[src/rtl/ulm_pkg.sv]
package ulm_pkg;

    localparam int unsigned WORD_W_DEF = 32;
    localparam int unsigned LANE_W_DEF = 8;

    // Which half of the register a partial load fills.
    typedef enum logic {
        SIDE_RIGHT = 1'b0,
        SIDE_LEFT  = 1'b1
    } side_e;

endpackage

[src/rtl/ulm_lane_mask.sv]
// Marks the destination lanes that receive fetched bytes.
module ulm_lane_mask #(
    parameter int unsigned LANES = 4,
    parameter int unsigned OFF_W = 2
) (
    input  logic [OFF_W-1:0] off,
    input  ulm_pkg::side_e   side,
    output logic [LANES-1:0] take
);

    // Boundary lane: left form fills from here upward, right form from here down.
    logic [OFF_W:0] split_lane;

    assign split_lane = (OFF_W+1)'(LANES-1) - {1'b0, off};

    for (genvar j = 0; j < int'(LANES); j++) begin : g_lane
        localparam logic [OFF_W:0] LANE_IDX = (OFF_W+1)'(j);
        assign take[j] = (side == ulm_pkg::SIDE_LEFT) ? (LANE_IDX >= split_lane)
                                                      : (LANE_IDX <= split_lane);
    end

endmodule

[src/rtl/ulm_lane_shift.sv]
// Moves fetched lanes into their destination positions.
module ulm_lane_shift #(
    parameter int unsigned LANES  = 4,
    parameter int unsigned LANE_W = 8,
    parameter int unsigned OFF_W  = 2
) (
    input  logic [LANES*LANE_W-1:0] word,
    input  logic [OFF_W-1:0]        off,
    input  ulm_pkg::side_e          side,
    output logic [LANES*LANE_W-1:0] shifted
);

    for (genvar j = 0; j < int'(LANES); j++) begin : g_dst
        logic [LANE_W-1:0] lane_v;

        always_comb begin
            lane_v = '0;
            for (int s = 0; s < int'(LANES); s++) begin
                if (side == ulm_pkg::SIDE_LEFT) begin
                    // source lane s moves up by (LANES-1-off)
                    if (s + int'(LANES) - 1 == j + int'(off)) begin
                        lane_v = word[s*LANE_W +: LANE_W];
                    end
                end else begin
                    // source lane s moves down by off
                    if (s == j + int'(off)) begin
                        lane_v = word[s*LANE_W +: LANE_W];
                    end
                end
            end
        end

        assign shifted[j*LANE_W +: LANE_W] = lane_v;
    end

endmodule

[src/rtl/ulm_lane_merge.sv]
// Per lane: fetched data where marked, old register data elsewhere.
module ulm_lane_merge #(
    parameter int unsigned LANES  = 4,
    parameter int unsigned LANE_W = 8
) (
    input  logic [LANES-1:0]        take,
    input  logic [LANES*LANE_W-1:0] fresh,
    input  logic [LANES*LANE_W-1:0] keep,
    output logic [LANES*LANE_W-1:0] result
);

    for (genvar j = 0; j < int'(LANES); j++) begin : g_sel
        assign result[j*LANE_W +: LANE_W] = take[j] ? fresh[j*LANE_W +: LANE_W]
                                                    : keep[j*LANE_W +: LANE_W];
    end

endmodule

[src/rtl/unaligned_load_merge.sv]
module unaligned_load_merge #(
    parameter int unsigned DATA_W = ulm_pkg::WORD_W_DEF,
    parameter int unsigned LANE_W = ulm_pkg::LANE_W_DEF,
    localparam int unsigned LANES = DATA_W / LANE_W,
    localparam int unsigned OFF_W = $clog2(LANES)
) (
    input  logic              clk,
    input  logic              rst_n,
    input  logic              in_valid,
    input  logic              is_left,
    input  logic [OFF_W-1:0]  addr_lo,
    input  logic [DATA_W-1:0] mem_word,
    input  logic [DATA_W-1:0] rd_old,
    output logic              out_valid,
    output logic [DATA_W-1:0] merged
);

    localparam logic [OFF_W-1:0] OFF_MAX = OFF_W'(LANES - 1);
    localparam int unsigned      LOW_W   = DATA_W - LANE_W;

    typedef struct packed {
        logic              vld;
        logic [DATA_W-1:0] data;
    } state_t;

    ulm_pkg::side_e    side_sel;
    logic [LANES-1:0]  take_c;
    logic [DATA_W-1:0] shifted_c;
    logic [DATA_W-1:0] merged_c;
    state_t            state_d;
    state_t            state_q;

    assign side_sel = is_left ? ulm_pkg::SIDE_LEFT : ulm_pkg::SIDE_RIGHT;

    ulm_lane_mask #(
        .LANES (LANES),
        .OFF_W (OFF_W)
    ) u_mask (
        .off  (addr_lo),
        .side (side_sel),
        .take (take_c)
    );

    ulm_lane_shift #(
        .LANES  (LANES),
        .LANE_W (LANE_W),
        .OFF_W  (OFF_W)
    ) u_shift (
        .word    (mem_word),
        .off     (addr_lo),
        .side    (side_sel),
        .shifted (shifted_c)
    );

    ulm_lane_merge #(
        .LANES  (LANES),
        .LANE_W (LANE_W)
    ) u_merge (
        .take   (take_c),
        .fresh  (shifted_c),
        .keep   (rd_old),
        .result (merged_c)
    );

    always_comb begin
        state_d     = state_q;
        state_d.vld = in_valid;
        if (in_valid) begin
            state_d.data = merged_c;
        end
    end

    always_ff @(posedge clk or negedge rst_n) begin
        if (!rst_n) begin
            state_q <= '0;
        end else begin
            state_q <= state_d;
        end
    end

    assign out_valid = state_q.vld;
    assign merged    = state_q.data;

    // one-cycle result latency
    a_r1_result_next_cycle: assert property (@(posedge clk) disable iff (!rst_n)
        in_valid |=> out_valid);

    // the byte at the offset becomes the top lane on a left form
    a_r2_left_top_lane: assert property (@(posedge clk) disable iff (!rst_n)
        (in_valid && is_left) |=>
        merged[DATA_W-1 -: LANE_W] == $past(mem_word[addr_lo*LANE_W +: LANE_W]));

    // a left form at offset 0 keeps every lower lane of the register
    a_r3_left_keeps_low: assert property (@(posedge clk) disable iff (!rst_n)
        (in_valid && is_left && addr_lo == '0) |=>
        merged[LOW_W-1:0] == $past(rd_old[LOW_W-1:0]));

    // the byte at the offset becomes lane 0 on a right form
    a_r4_right_low_lane: assert property (@(posedge clk) disable iff (!rst_n)
        (in_valid && !is_left) |=>
        merged[LANE_W-1:0] == $past(mem_word[addr_lo*LANE_W +: LANE_W]));

    // a right form at the last offset keeps every upper lane of the register
    a_r5_right_keeps_high: assert property (@(posedge clk) disable iff (!rst_n)
        (in_valid && !is_left && addr_lo == OFF_MAX) |=>
        merged[DATA_W-1:LANE_W] == $past(rd_old[DATA_W-1:LANE_W]));

    // full-word cases copy the fetched word
    a_r7_left_full_word: assert property (@(posedge clk) disable iff (!rst_n)
        (in_valid && is_left && addr_lo == OFF_MAX) |=> merged == $past(mem_word));

    a_r7_right_full_word: assert property (@(posedge clk) disable iff (!rst_n)
        (in_valid && !is_left && addr_lo == '0) |=> merged == $past(mem_word));

    // idle cycles hold the result and drop the valid flag
    a_r8_idle_holds: assert property (@(posedge clk) disable iff (!rst_n)
        !in_valid |=> (!out_valid && $stable(merged)));

endmodule

[config.mk]
export PLATFORM = sky130hd
export DESIGN_NAME = unaligned_load_merge
export DESIGN_NICKNAME = d
export VERILOG_FILES = /design/src/rtl/ulm_pkg.sv /design/src/rtl/ulm_lane_mask.sv /design/src/rtl/ulm_lane_shift.sv /design/src/rtl/ulm_lane_merge.sv /design/src/rtl/unaligned_load_merge.sv
export SDC_FILE = /design/constraint.sdc
export NUM_CORES = 1
export LEC_CHECK = 0
export ABC_AREA = 0
export BUFFER_PORTS_ARGS = -buffer_cell sky130_fd_sc_hd__buf_2
export CAP_MARGIN = 20
export CORE_AREA = 5 5 83 85
export DETAILED_ROUTE_END_ITERATION = 8
export DIE_AREA = 0 0 88 90
export PLACE_DENSITY_LB_ADDON = 0.1
export SLEW_MARGIN = 40
export SYNTH_ARGS = -nofsm -noshare
export SYNTH_HDL_FRONTEND = slang
export SYNTH_HIERARCHICAL = 1
export SYNTH_SLANG_ARGS = --single-unit
[constraint.sdc]
create_clock -name clk -period 1.2 [get_ports clk]
set_clock_uncertainty 0.15 [all_clocks]
set_input_delay 0.06 -clock clk [delete_from_list [all_inputs] [get_ports clk]]
set_output_delay 0.06 -clock clk [all_outputs]
set_load 0.005 [all_outputs]
==> results of run 1 <==
## path summary, 6_finish.rpt
check | from | endpoint | slack (ps)
worst min-delay path | rd_old[31] | merged[31]$_DFFE_PN0P_ | -10
min in group asynchronous | rst_n | merged[0]$_DFFE_PN0P_ | 80
worst max-delay path | addr_lo[0] | merged[10]$_DFFE_PN0P_ | -160
worst min register to register | merged[30]$_DFFE_PN0P_ | merged[30]$_DFFE_PN0P_ | 360
worst max register to register | merged[2]$_DFFE_PN0P_ | merged[2]$_DFFE_PN0P_ | 190
max in group asynchronous | rst_n | merged[13]$_DFFE_PN0P_ | 610
## critical path, cell delays in order
cell and delay, ps:
buf_16 110, buf_12 140, mux2i_4 250, a2bb2oi_1 190
o21ai_1 110, mux2_4 270, mux2_4 260
## routing by layer
layer	track usage [%]	part of all wire [%]
met1	29.1	40
met4	7.29	3.5
met2	40.0	51
met5	0	0
met3	3.38	5.6
## per-stage QoR
step | hold WS [ps] | setup WS (ps) | util [%] | total power, mW | std cells
final | -13.8 | -158 | 78.0 | 4.25 | 516
after global routing | -5.57 | -172 | 78.0 | 4.42 | 516
after CTS | -8.39 | -115 | 75.0 | 4.11 | 514
after detailed placement | -115 | -712 | 62.7 | 2.92 | 465
after global placement | -116 | -681 | 62.7 | 2.90 | 465
after floorplan | -386 | -337 | - | 2.33 | 252
## registers in the layout, summed over array words and instances (netlist names)
name and flops:
out_valid 1, merged 32
## area by class of cell
cell class	instances	area [sq um]	area share [%]
multi-input cells	196	2210	46.2
clock inverters	1	5.00	0.105
clock buffers	7	96.3	2.01
inverters	1	3.75	0.0785
well taps	77	96.3	2.01
flip-flops and latches	33	826	17.3
repair buffers	201	1550	32.3
## power breakdown
| part | internal, mW | switching, mW |
|---|---|---|
| combinational | 1.15 | 0.717 |
| clock | 0.520 | 0.479 |
| sequential | 1.28 | 0.101 |
## repair_timing
action,4_1_cts,5_1_grt
endpoints found under the setup margin,32,32
cloned,4,0
buffers inserted,7,2
resized for setup,53,31
hold endpoints to repair,65,2
pin swaps,14,7
## placed cells by master (no fill, tap or decap), types with 8 or more instances in the layout
| cell type | n |
|---|---|
| buf_2 | 99 |
| mux2_4 | 70 |
| buf_4 | 50 |
| dfrtp_1 | 33 |
| dlygate4sd3_1 | 30 |
| nor2_1 | 16 |
| buf_6 | 11 |
| nand2_1 | 10 |
| o22ai_1 | 10 |
| o22a_1 | 9 |
| mux2i_4 | 8 |
| o2bb2ai_1 | 8 |
## cells by family (layout without fill, tap and decap cells)
kind of cell | after synthesis | in the layout | synth area share, %
simple gates | 42 | 42 | 6.28
mux | 90 | 90 | 41.5
buf+inv | 24 | 210 | 7.69
compound gates | 63 | 64 | 16.5
flops | 33 | 33 | 28.0
==> results.md, run 1 <==
* Outcome: finished with violations
* Failing checks: hold timing, setup timing
* CTS buffer count at 5
* Synth Net Count at 322
* Die area at 7920 sq um
* Layout fillers at 377
* Hold buffers post-CTS at 30
* CTS Buffer Depth at 2
* IO Count at 103
* Syn avg cell area at 11.7 sq um
* Slew HR at 74.7%
* Synth async-reset ratio at 100%
* WP data required at 1220 ps
* Layout cells sized above 1 at 66.3%
* DR pass1 iterations at 4
* Period utilization at 113%
* Main synth FF type: dfrtp_1
* Slew of the pin with the lowest slew margin at 377 ps
* Vias in the first global route at 2818
* Final Hold Fails at 3
* Slew Limit Fails at 0
* Cell row count at 29
* Fmax at 0.737 GHz
* Synthesized instance count at 252
* Mapped Area at 2950 sq um
* Number of antenna-violating nets in the routed design at 0
* Share of the synthesized area in the top cell type at 31.6%
* Minimum clock period at 1360 ps
* Diode count at 0
* Cell leakage power at 2.39 nW
* H-Tree Depth at 2
* Hold path depth at 3
* RSZ-0062 raised after global routing: true
* PnR worst setup slack at -158 ps
* Worst skew pair latency at 310 ps
* Critical Path AT at 1380 ps
* Synth area leaders: mux2_4 (32%), dfrtp_1 (28%), mux2i_1 (6.5%)
* Netlist cell types at 32
* Seq/Total Area, Yosys at 28.0%
* Clock slew at reported path FFs at 100 ps
* Drt wl/cell at 19.4 um
* Area post-placement at 3840 sq um
* Power per cell area at 888 nW/um^2
* Reg2Reg Depth at 1
* Max cap viols at 0
* Number of port buffers at 102
* CTS tree: built
* Synth area leader: mux2_4
* Die Span X at 88 um
* DR vias at 2864
* Cell area after layout at 4780 sq um
* NumNets Final at 508
* Top cells by instance count after synthesis: mux2_4 (62), dfrtp_1 (33), mux2i_1 (19)
* Post-synth EDFFs at 0
* #FFs+latches synth at 33
* Worst VDD drop at 556 uV
* Critical Path Sink Type: flop
* Clock Tree Root: clkbuf_8
* Routability cong. at 0.867
* Total Routing Usage GR at 23.2%
* Setup CP Type: in2reg
* First-pass GRT wire length at 14300 um
* Largest net degree at the start of global routing at 34
* Most numerous cell in the Yosys netlist: mux2_4
* Starting Density at 48.1%
* DIE HEIGHT at 90 um
* Min-Delay Path Class: in2reg
* Post-detail-place hpwl at 6430 um
* Setup TNS at -3140 ps
* Number of vias per cell at 5.55
* Iter 0 DRT Violations at 233
* Synthesis-to-layout area growth at 62.3%
* Max FO, Critical Path at 8
* Yosys warns at 6
* Type of origin of the critical path: primary input
* Clk sinks at 33
* Worst hold slack at -13.8 ps
* Area of the core at 6130 sq um
* Initial antenna violation count at 0
* Total gr overflow at 0
* DRC at 0
* Routed WL at 10000 um
* Final setup viols at 32
(Power assumes the default switching activity.)
==> run 2, diff against run 1 <==
--- a/config.mk
+++ b/config.mk
@@ -5,12 +5,12 @@
 export SDC_FILE = /design/constraint.sdc
 export NUM_CORES = 1
 export LEC_CHECK = 0
-export ABC_AREA = 0
+export ABC_AREA = 1
 export BUFFER_PORTS_ARGS = -buffer_cell sky130_fd_sc_hd__buf_2
 export CAP_MARGIN = 20
-export CORE_AREA = 5 5 83 85
+export CORE_AREA = 5 5 86 88
 export DETAILED_ROUTE_END_ITERATION = 8
-export DIE_AREA = 0 0 88 90
+export DIE_AREA = 0 0 91 93
 export PLACE_DENSITY_LB_ADDON = 0.1
 export SLEW_MARGIN = 40
 export SYNTH_ARGS = -nofsm -noshare
==> run 2 against run 1 <==
Compared with the run above:
- the flow finishes with violations (hold timing)
- cell area decreased by 6.3%
- sequential power down 4%
- synthesized area increased by 7.4%
- hold slack better by 7.3 ps
- critical endpoint is now merged[8]$_DFFE_PN0P_
==> results.md, run 2 <==
* CTS buffer count at 5 (unchanged)
* Netlist cell types at 26 (-19%)
* Main synth FF type: dfrtp_1
* Mapped Area at 3170 sq um (+7.4%)
* RSZ-0062 raised after global routing: true
* Slew Limit Fails at 0 (unchanged)
* DR pass1 iterations at 5 (+1)
* Slew HR at 81.5% (+6.7 points)
* Type of origin of the critical path: primary input
* Cell row count at 30 (+3.4%)
* Worst R2R End: merged[27]$_DFFE_PN0P_
* Drt wl/cell at 14.4 um (-26%)
* Yosys warns at 6 (unchanged)
* WP data required at 1230 ps (about the same)
* Total internal power at 2.32 mW (-21%)
* Number of vias per cell at 5.10 (-8.1%)
* Failing checks: hold timing
* Synthesis-to-layout area growth at 41.6%
* Synth area leaders: nand2_1 (35%), dfrtp_1 (26%), nor2_1 (7.0%)
* Hold endpoint: merged[8]$_DFFE_PN0P_
* Register-to-register setup slack at 410 ps (+220 ps)
* Max cap viols at 0 (unchanged)
* Clk sinks at 33 (unchanged)
* DR vias at 4015 (+40%)
* Sw frac at 36.5% (+5.9 points)
* Final non-filler cell total at 787 (+53%)
* Syn avg cell area at 5.82 sq um (-50%)
* Number of port buffers at 102 (unchanged)
* Seq/Total Area, Yosys at 26.1% (-1.9 points)
* Clock Tree Root: clkbuf_8
* Iter 0 DRT Violations at 334 (+43%)
* DIE HEIGHT at 93 um (+3.3%)
* Post-synth EDFFs at 0 (unchanged)
* DRC at 0 (unchanged)
* Fmax at 0.847 GHz (+15%)
* Synth Net Count at 614 (+91%)
* NumNets Final at 776 (+53%)
* Initial antenna violation count at 0 (unchanged)
* Final Hold Fails at 1 (-2)
* Setup CP Type: in2reg
* CP Cell Sequence: buf_12 > buf_12 > buf_4 > buf_4 > nand2_2 > nand2_1 > o21ai_2 > inv_2 > nand2_1 > nand2_2 > nand2_1 > nand2_1
* Critical Path Sink Type: flop
* H-Tree Depth at 2 (unchanged)
* Area of the core at 6570 sq um (+7.1%)
* Worst VDD drop at 595 uV (+6.9%)
* IO Count at 103 (unchanged)
* Routability cong. at 0.898 (+3.6%)
* Period utilization at 98.4% (-15 points)
* Reg2Reg Depth at 2 (+1)
* Combinational share of power at 40.2% (-3.6 points)
* Die area at 8460 sq um (+6.9%)
* Switching pwr at 1.33 mW (+2.6%)
* Synthesized instance count at 544 (+120%)
* #FFs+latches synth at 33 (unchanged)
* Met3 WL at 728 um (+29%)
* CTS Buffer Depth at 2 (unchanged)
* Max reg flops at 32 (unchanged)
* Synth area leader: nand2_1
* Diode count at 0 (unchanged)
* Hold path depth at 5 (+2)
* Wire length on met1 at 4830 um (+21%)
* Power per cell area at 814 nW/um^2 (-8.4%)
* Min-Delay Path Class: in2reg
* Worst Min Path Start: rd_old[8]
* Area post-placement at 3910 sq um (+1.7%)
* Max FO, Critical Path at 8 (unchanged)
* Part of the power in registers at 36.3% (+3.7 points)
* Slew of the pin with the lowest slew margin at 277 ps (-100 ps)
* Starting Density at 48.2% (+0.14 points)
* Slowest-stage cell, CP: buf_4
* Largest net degree at the start of global routing at 34 (unchanged)
* Share of the synthesized area in the top cell type at 35.0% (+3.4 points)
* Most used cell, CP: nand2_1
* Clock slew at reported path FFs at 70 ps (-30 ps)
* Post-detail-place hpwl at 8190 um (+27%)
* Vias in the first global route at 3727 (+32%)
* First-pass GRT wire length at 18000 um (+26%)
* DR top layer: met4
* Minimum clock period at 1180 ps (-177 ps)
* Routed WL at 11300 um (+13%)
* Top cells by instance count after synthesis: nand2_1 (295), nor2_1 (59), nand3_1 (43)
* Most frequent cells in the layout: nand2_1 (291), buf_2 (99), nor2_1 (58), buf_4 (41), nand3_1 (41)
* R2r startpoint: merged[27]$_DFFE_PN0P_
* Most common cell after layout, fill and taps aside: nand2_1
* Most numerous cell in the Yosys netlist: nand2_1
* Total Routing Usage GR at 25.9% (+2.7 points)
* Outcome: finished with violations
* DP Cell Count at 739 (+59%)
* CTS tree: built
* Die Span X at 91 um (+3.4%)
* Worst skew pair latency at 280 ps (-30 ps)
* Cell leakage power at 2.56 nW (+7.2%)
* Final setup viols at 0 (-100%)
* Clock network power share at 23.5% (about the same)
* Synth async-reset ratio at 100% (unchanged)
* Met2 WL at 5550 um (+8.5%)
* Critical Path AT at 1210 ps (-170 ps)
* Max incr delay on CP at 140 ps (-130 ps)
* Worst hold slack at -6.49 ps (+7.28 ps)
* Total gr overflow at 0 (unchanged)
* Cell area after layout at 4480 sq um (-6.3%)
* Number of antenna-violating nets in the routed design at 0 (unchanged)
* Layout cells sized above 1 at 29.0% (-37 points)
run 2: logic make-up after synthesis:
| group | Yosys count | share of synthesized area [%] |
|---|---|---|
| compound gates | 47 | 8.22 |
| buf+inv | 46 | 11.9 |
| flops | 33 | 26.1 |
| simple gates | 418 | 53.8 |
run 2: critical path, delay by kind of cell:
kind	cells	cell delay (ps)
simple gates	6	410
compound gates	1	90
buf+inv	5	620
run 2: metal layers:
metal / vias to the layer above / global-route usage, %
li1: 2027 / -
met1: 1823 / 33.4
met2: 153 / 45.1
met3: 12 / 3.46
met4: 0 / 7.21
met5: - / 0
run 2: area by class of cell:
| cell class | instances | area [sq um] |
|---|---|---|
| fill | 614 | 2090 |
| multi-input combinational | 466 | 2030 |
| timing repair buffer | 187 | 1380 |
| sequential | 33 | 826 |
| tap | 80 | 100 |
| clock buffer | 5 | 68.8 |
| inverter | 13 | 66.3 |
| clock inverter | 3 | 17.5 |
run 2: what timing repair did:
action                                 4_1_cts  5_1_grt
endpoints found under the hold margin       64        0
setup endpoints to repair                    0       31
hold buffers                                32        0
gates resized for setup                      0       29
setup buffers                                0        6
run 2: how the worst max path moves through the flow:
| stage | end | startpoint | slack [ps] |
|---|---|---|---|
| floorplan | merged[9]$_DFFE_PN0P_ | addr_lo[1] | -50 |
| finish | merged[8]$_DFFE_PN0P_ | addr_lo[1] | 20 |
| detailed placement | merged[20]$_DFFE_PN0P_ | addr_lo[1] | -280 |
| global placement | merged[20]$_DFFE_PN0P_ | addr_lo[1] | -280 |
| CTS | merged[20]$_DFFE_PN0P_ | addr_lo[1] | 8 |
| global route | merged[8]$_DFFE_PN0P_ | addr_lo[1] | -50 |
run 2: power groups by stage:
stage / registers, mW / clock network, mW / logic, mW
floorplan: 1.36 / 0 / 0.745
global placement: 1.34 / 0 / 1.29
detailed placement: 1.34 / 0 / 1.30
CTS: 1.32 / 0.886 / 1.39
global route: 1.35 / 0.947 / 1.63
finish: 1.33 / 0.857 / 1.46
run 2: per-stage QoR:
step | total power [mW] | setup slack, ps | setup TNS [ps] | hold slack (ps) | utilization (%)
2_1_floorplan | 2.10 | -48.9 | -165 | -386 | -
3_3_place_gp | 2.63 | -276 | -7010 | -120 | 59.5
3_5_place_dp | 2.65 | -282 | -7530 | -113 | 59.5
4_1_cts | 3.60 | 7.95 | 0 | 8.21 | 65.7
5_1_grt | 3.92 | -47.3 | -120 | 11.3 | 68.2
6_report | 3.65 | 19.7 | 0 | -6.49 | 68.2
==> run 3, diff against run 2 <==
--- a/config.mk
+++ b/config.mk
@@ -6,13 +6,12 @@
 export NUM_CORES = 1
 export LEC_CHECK = 0
 export ABC_AREA = 1
-export BUFFER_PORTS_ARGS = -buffer_cell sky130_fd_sc_hd__buf_2
 export CAP_MARGIN = 20
 export CORE_AREA = 5 5 86 88
 export DETAILED_ROUTE_END_ITERATION = 8
 export DIE_AREA = 0 0 91 93
+export DONT_BUFFER_PORTS = 1
 export PLACE_DENSITY_LB_ADDON = 0.1
-export SLEW_MARGIN = 40
 export SYNTH_ARGS = -nofsm -noshare
 export SYNTH_HDL_FRONTEND = slang
 export SYNTH_HIERARCHICAL = 1
==> run 3 against run 2 <==
Compared with the run above:
- maximum frequency up 5.3%
- clock power about the same
- sequential power up 3%
- the flow now finishes without violations
- global-route usage fell by 2.2 points
- largest power group is now registers
- register-to-register slack got worse by 30 ps
- utilization down 13 points
- largest cell class unchanged
==> results.md, run 3 (same netlist as run 2, synthesis figures left out) <==
* Hold endpoint: merged[17]$_DFFE_PN0P_
* Total Routing Usage GR at 23.7% (-2.2 points)
* Worst Min Path Start: mem_word[25]
* Final non-filler cell total at 659 (-16%)
* Area of the core at 6570 sq um (unchanged)
* Drt wl/cell at 15.5 um (+7.7%)
* Total gr overflow at 0 (unchanged)
* GR peak layer: met2
* Number of vias per cell at 5.34 (+4.7%)
* Post-detail-place hpwl at 7150 um (-13%)
* Register-to-register setup slack at 380 ps (-30 ps)
* Iter 0 DRT Violations at 321 (-3.9%)
* Max cap viols at 0 (unchanged)
* NumNets Final at 648 (-16%)
* Largest net degree at the start of global routing at 47 (+38%)
* Power per cell area at 864 nW/um^2 (+6.2%)
* Setup Buffers After CTS at 0 (unchanged)
* IO Count at 103 (unchanged)
* Routed WL at 10200 um (-9.9%)
* Period utilization at 93.4% (-5.0 points)
* Critical Path Sink Type: flop
* DIE HEIGHT at 93 um (unchanged)
* R2r startpoint: merged[8]$_DFFE_PN0P_
* Final setup viols at 0 (unchanged)
* Most common cell after layout, fill and taps aside: nand2_1
* Number of port buffers at 0 (-100%)
* Vias in the first global route at 3198 (-14%)
* Total internal power at 2.06 mW (-11%)
* Cell row count at 30 (unchanged)
* Clk sinks at 33 (unchanged)
* CTS tree: built
* DP Cell Count at 605 (-18%)
* Starting Density at 48.2% (unchanged)
* WP data required at 1280 ps (+50 ps)
* Die area at 8460 sq um (unchanged)
* Most frequent cells in the layout: nand2_1 (295), nor2_1 (58), dlygate4sd3_1 (44), nand3_1 (43), dfrtp_1 (33)
* Clock network power share at 27.1% (+3.6 points)
* Setup CP Type: in2reg
* Number of antenna-violating nets in the routed design at 0 (unchanged)
* Layout fillers at 644 (+4.9%)
* Clock Tree Root: clkbuf_8
* Slew HR at 73.0% (-8.5 points)
* Diode count at 0 (unchanged)
* Met1 usage at 30.8% (-2.7 points)
* Hold path depth at 6 (+1)
* Worst skew pair latency at 280 ps (about the same)
* Final Core Density at 55.7% (-13 points)
* Min-Delay Path Class: in2reg
* Outcome: finished clean
* CTS Buffer Depth at 2 (unchanged)
* Clock slew at reported path FFs at 70 ps (about the same)
* Final Hold Fails at 0 (-1)
* Switching pwr at 1.10 mW (-17%)
* Power after layout at 3.16 mW (-13%)
* DRC at 0 (unchanged)
* Met3 usage in global routing at 6.52% (+3.1 points)
* H-Tree Depth at 2 (unchanged)
* RSZ-0062 raised after global routing: false
* Slew of the pin with the lowest slew margin at 401 ps (+124 ps)
* Max reg flops at 32 (unchanged)
* Worst setup startpoint: in_valid
* Type of origin of the critical path: primary input
* Worst R2R End: merged[8]$_DFFE_PN0P_
* Layout cells sized above 1 at 9.33% (-20 points)
* Cell leakage power at 1.96 nW (-23%)
* Max FO, Critical Path at 34 (+26)
* Routability cong. at 0.907 (+0.97%)
* Synthesis-to-layout area growth at 15.6%
* CTS buffer count at 5 (unchanged)
* Minimum clock period at 1120 ps (-59.7 ps)
* Sw frac at 34.8% (-1.7 points)
* Slew Limit Fails at 0 (unchanged)
* DR pass1 iterations at 5 (unchanged)
* Initial antenna violation count at 0 (unchanged)
* Combinational share of power at 29.6% (-11 points)
* Die Span X at 91 um (unchanged)
* First-pass GRT wire length at 16500 um (-8.0%)
* DR vias at 3521 (-12%)
* Fmax at 0.892 GHz (+5.3%)
* M2 GR Usage at 39.1% (-6.0 points)
* Worst VDD drop at 533 uV (-11%)
* Reg2Reg Depth at 2 (unchanged)
* Part of the power in registers at 43.2% (+6.9 points)
* Critical Path AT at 1200 ps (about the same)
## run 3: area by class of cell
cell class / count / area (sq um) / share of cell area (%)
clock buffer: 5 / 68.8 / 1.88
tap: 80 / 100 / 2.74
timing repair buffer: 60 / 611 / 16.7
multi-input combinational: 465 / 1970 / 53.9
clock inverter: 3 / 17.5 / 0.479
inverter: 13 / 63.8 / 1.74
sequential: 33 / 826 / 22.6
## run 3: critical path, stage by stage
cell and delay (ps):
dlygate4sd3_1 580, buf_12 190, inv_8 190, nand2_1 90, nand2_1 60
## run 3: worst max-delay path by stage
stage                     slack [ps]  cells past startpoint                endpoint
after floorplan                  -50                     13   merged[9]$_DFFE_PN0P_
after global placement           -20                     10  merged[27]$_DFFE_PN0P_
after detailed placement         -10                     10  merged[27]$_DFFE_PN0P_
after CTS                         80                      5  merged[13]$_DFFE_PN0P_
after global routing              20                      5  merged[20]$_DFFE_PN0P_
final                             80                      5  merged[30]$_DFFE_PN0P_
## run 3: repair_timing
item / CTS / global route
endpoints found under the hold margin: 66 / 0
hold buffers: 46 / 0
resized for setup: 0 / 0
## run 3: layer usage
metal / part of all wire, % / routed length, um
met5: 0 / 0
met4: 1.8 / 180
met3: 9.1 / 927
met2: 46 / 4740
met1: 43 / 4350
## run 3: per-stage QoR
step	cell area (sq um)	setup TNS (ps)	setup slack [ps]	hold WS (ps)
after CTS	3660	0	77.8	1.41
after floorplan	3210	-165	-48.9	-386
after global routing	3660	0	18.4	28.6
after global placement	3090	-17.0	-17.0	-385
after detailed placement	3090	-12.7	-12.7	-385
final	3660	0	79.5	1.55
## run 3: power by group through the flow
stage	Clock, mW	Combinational, mW	Sequential (mW)
detailed placement	0	0.746	1.39
floorplan	0	0.745	1.36
global route	0.937	1.07	1.39
global placement	0	0.738	1.39
finish	0.858	0.937	1.37
CTS	0.883	0.933	1.37
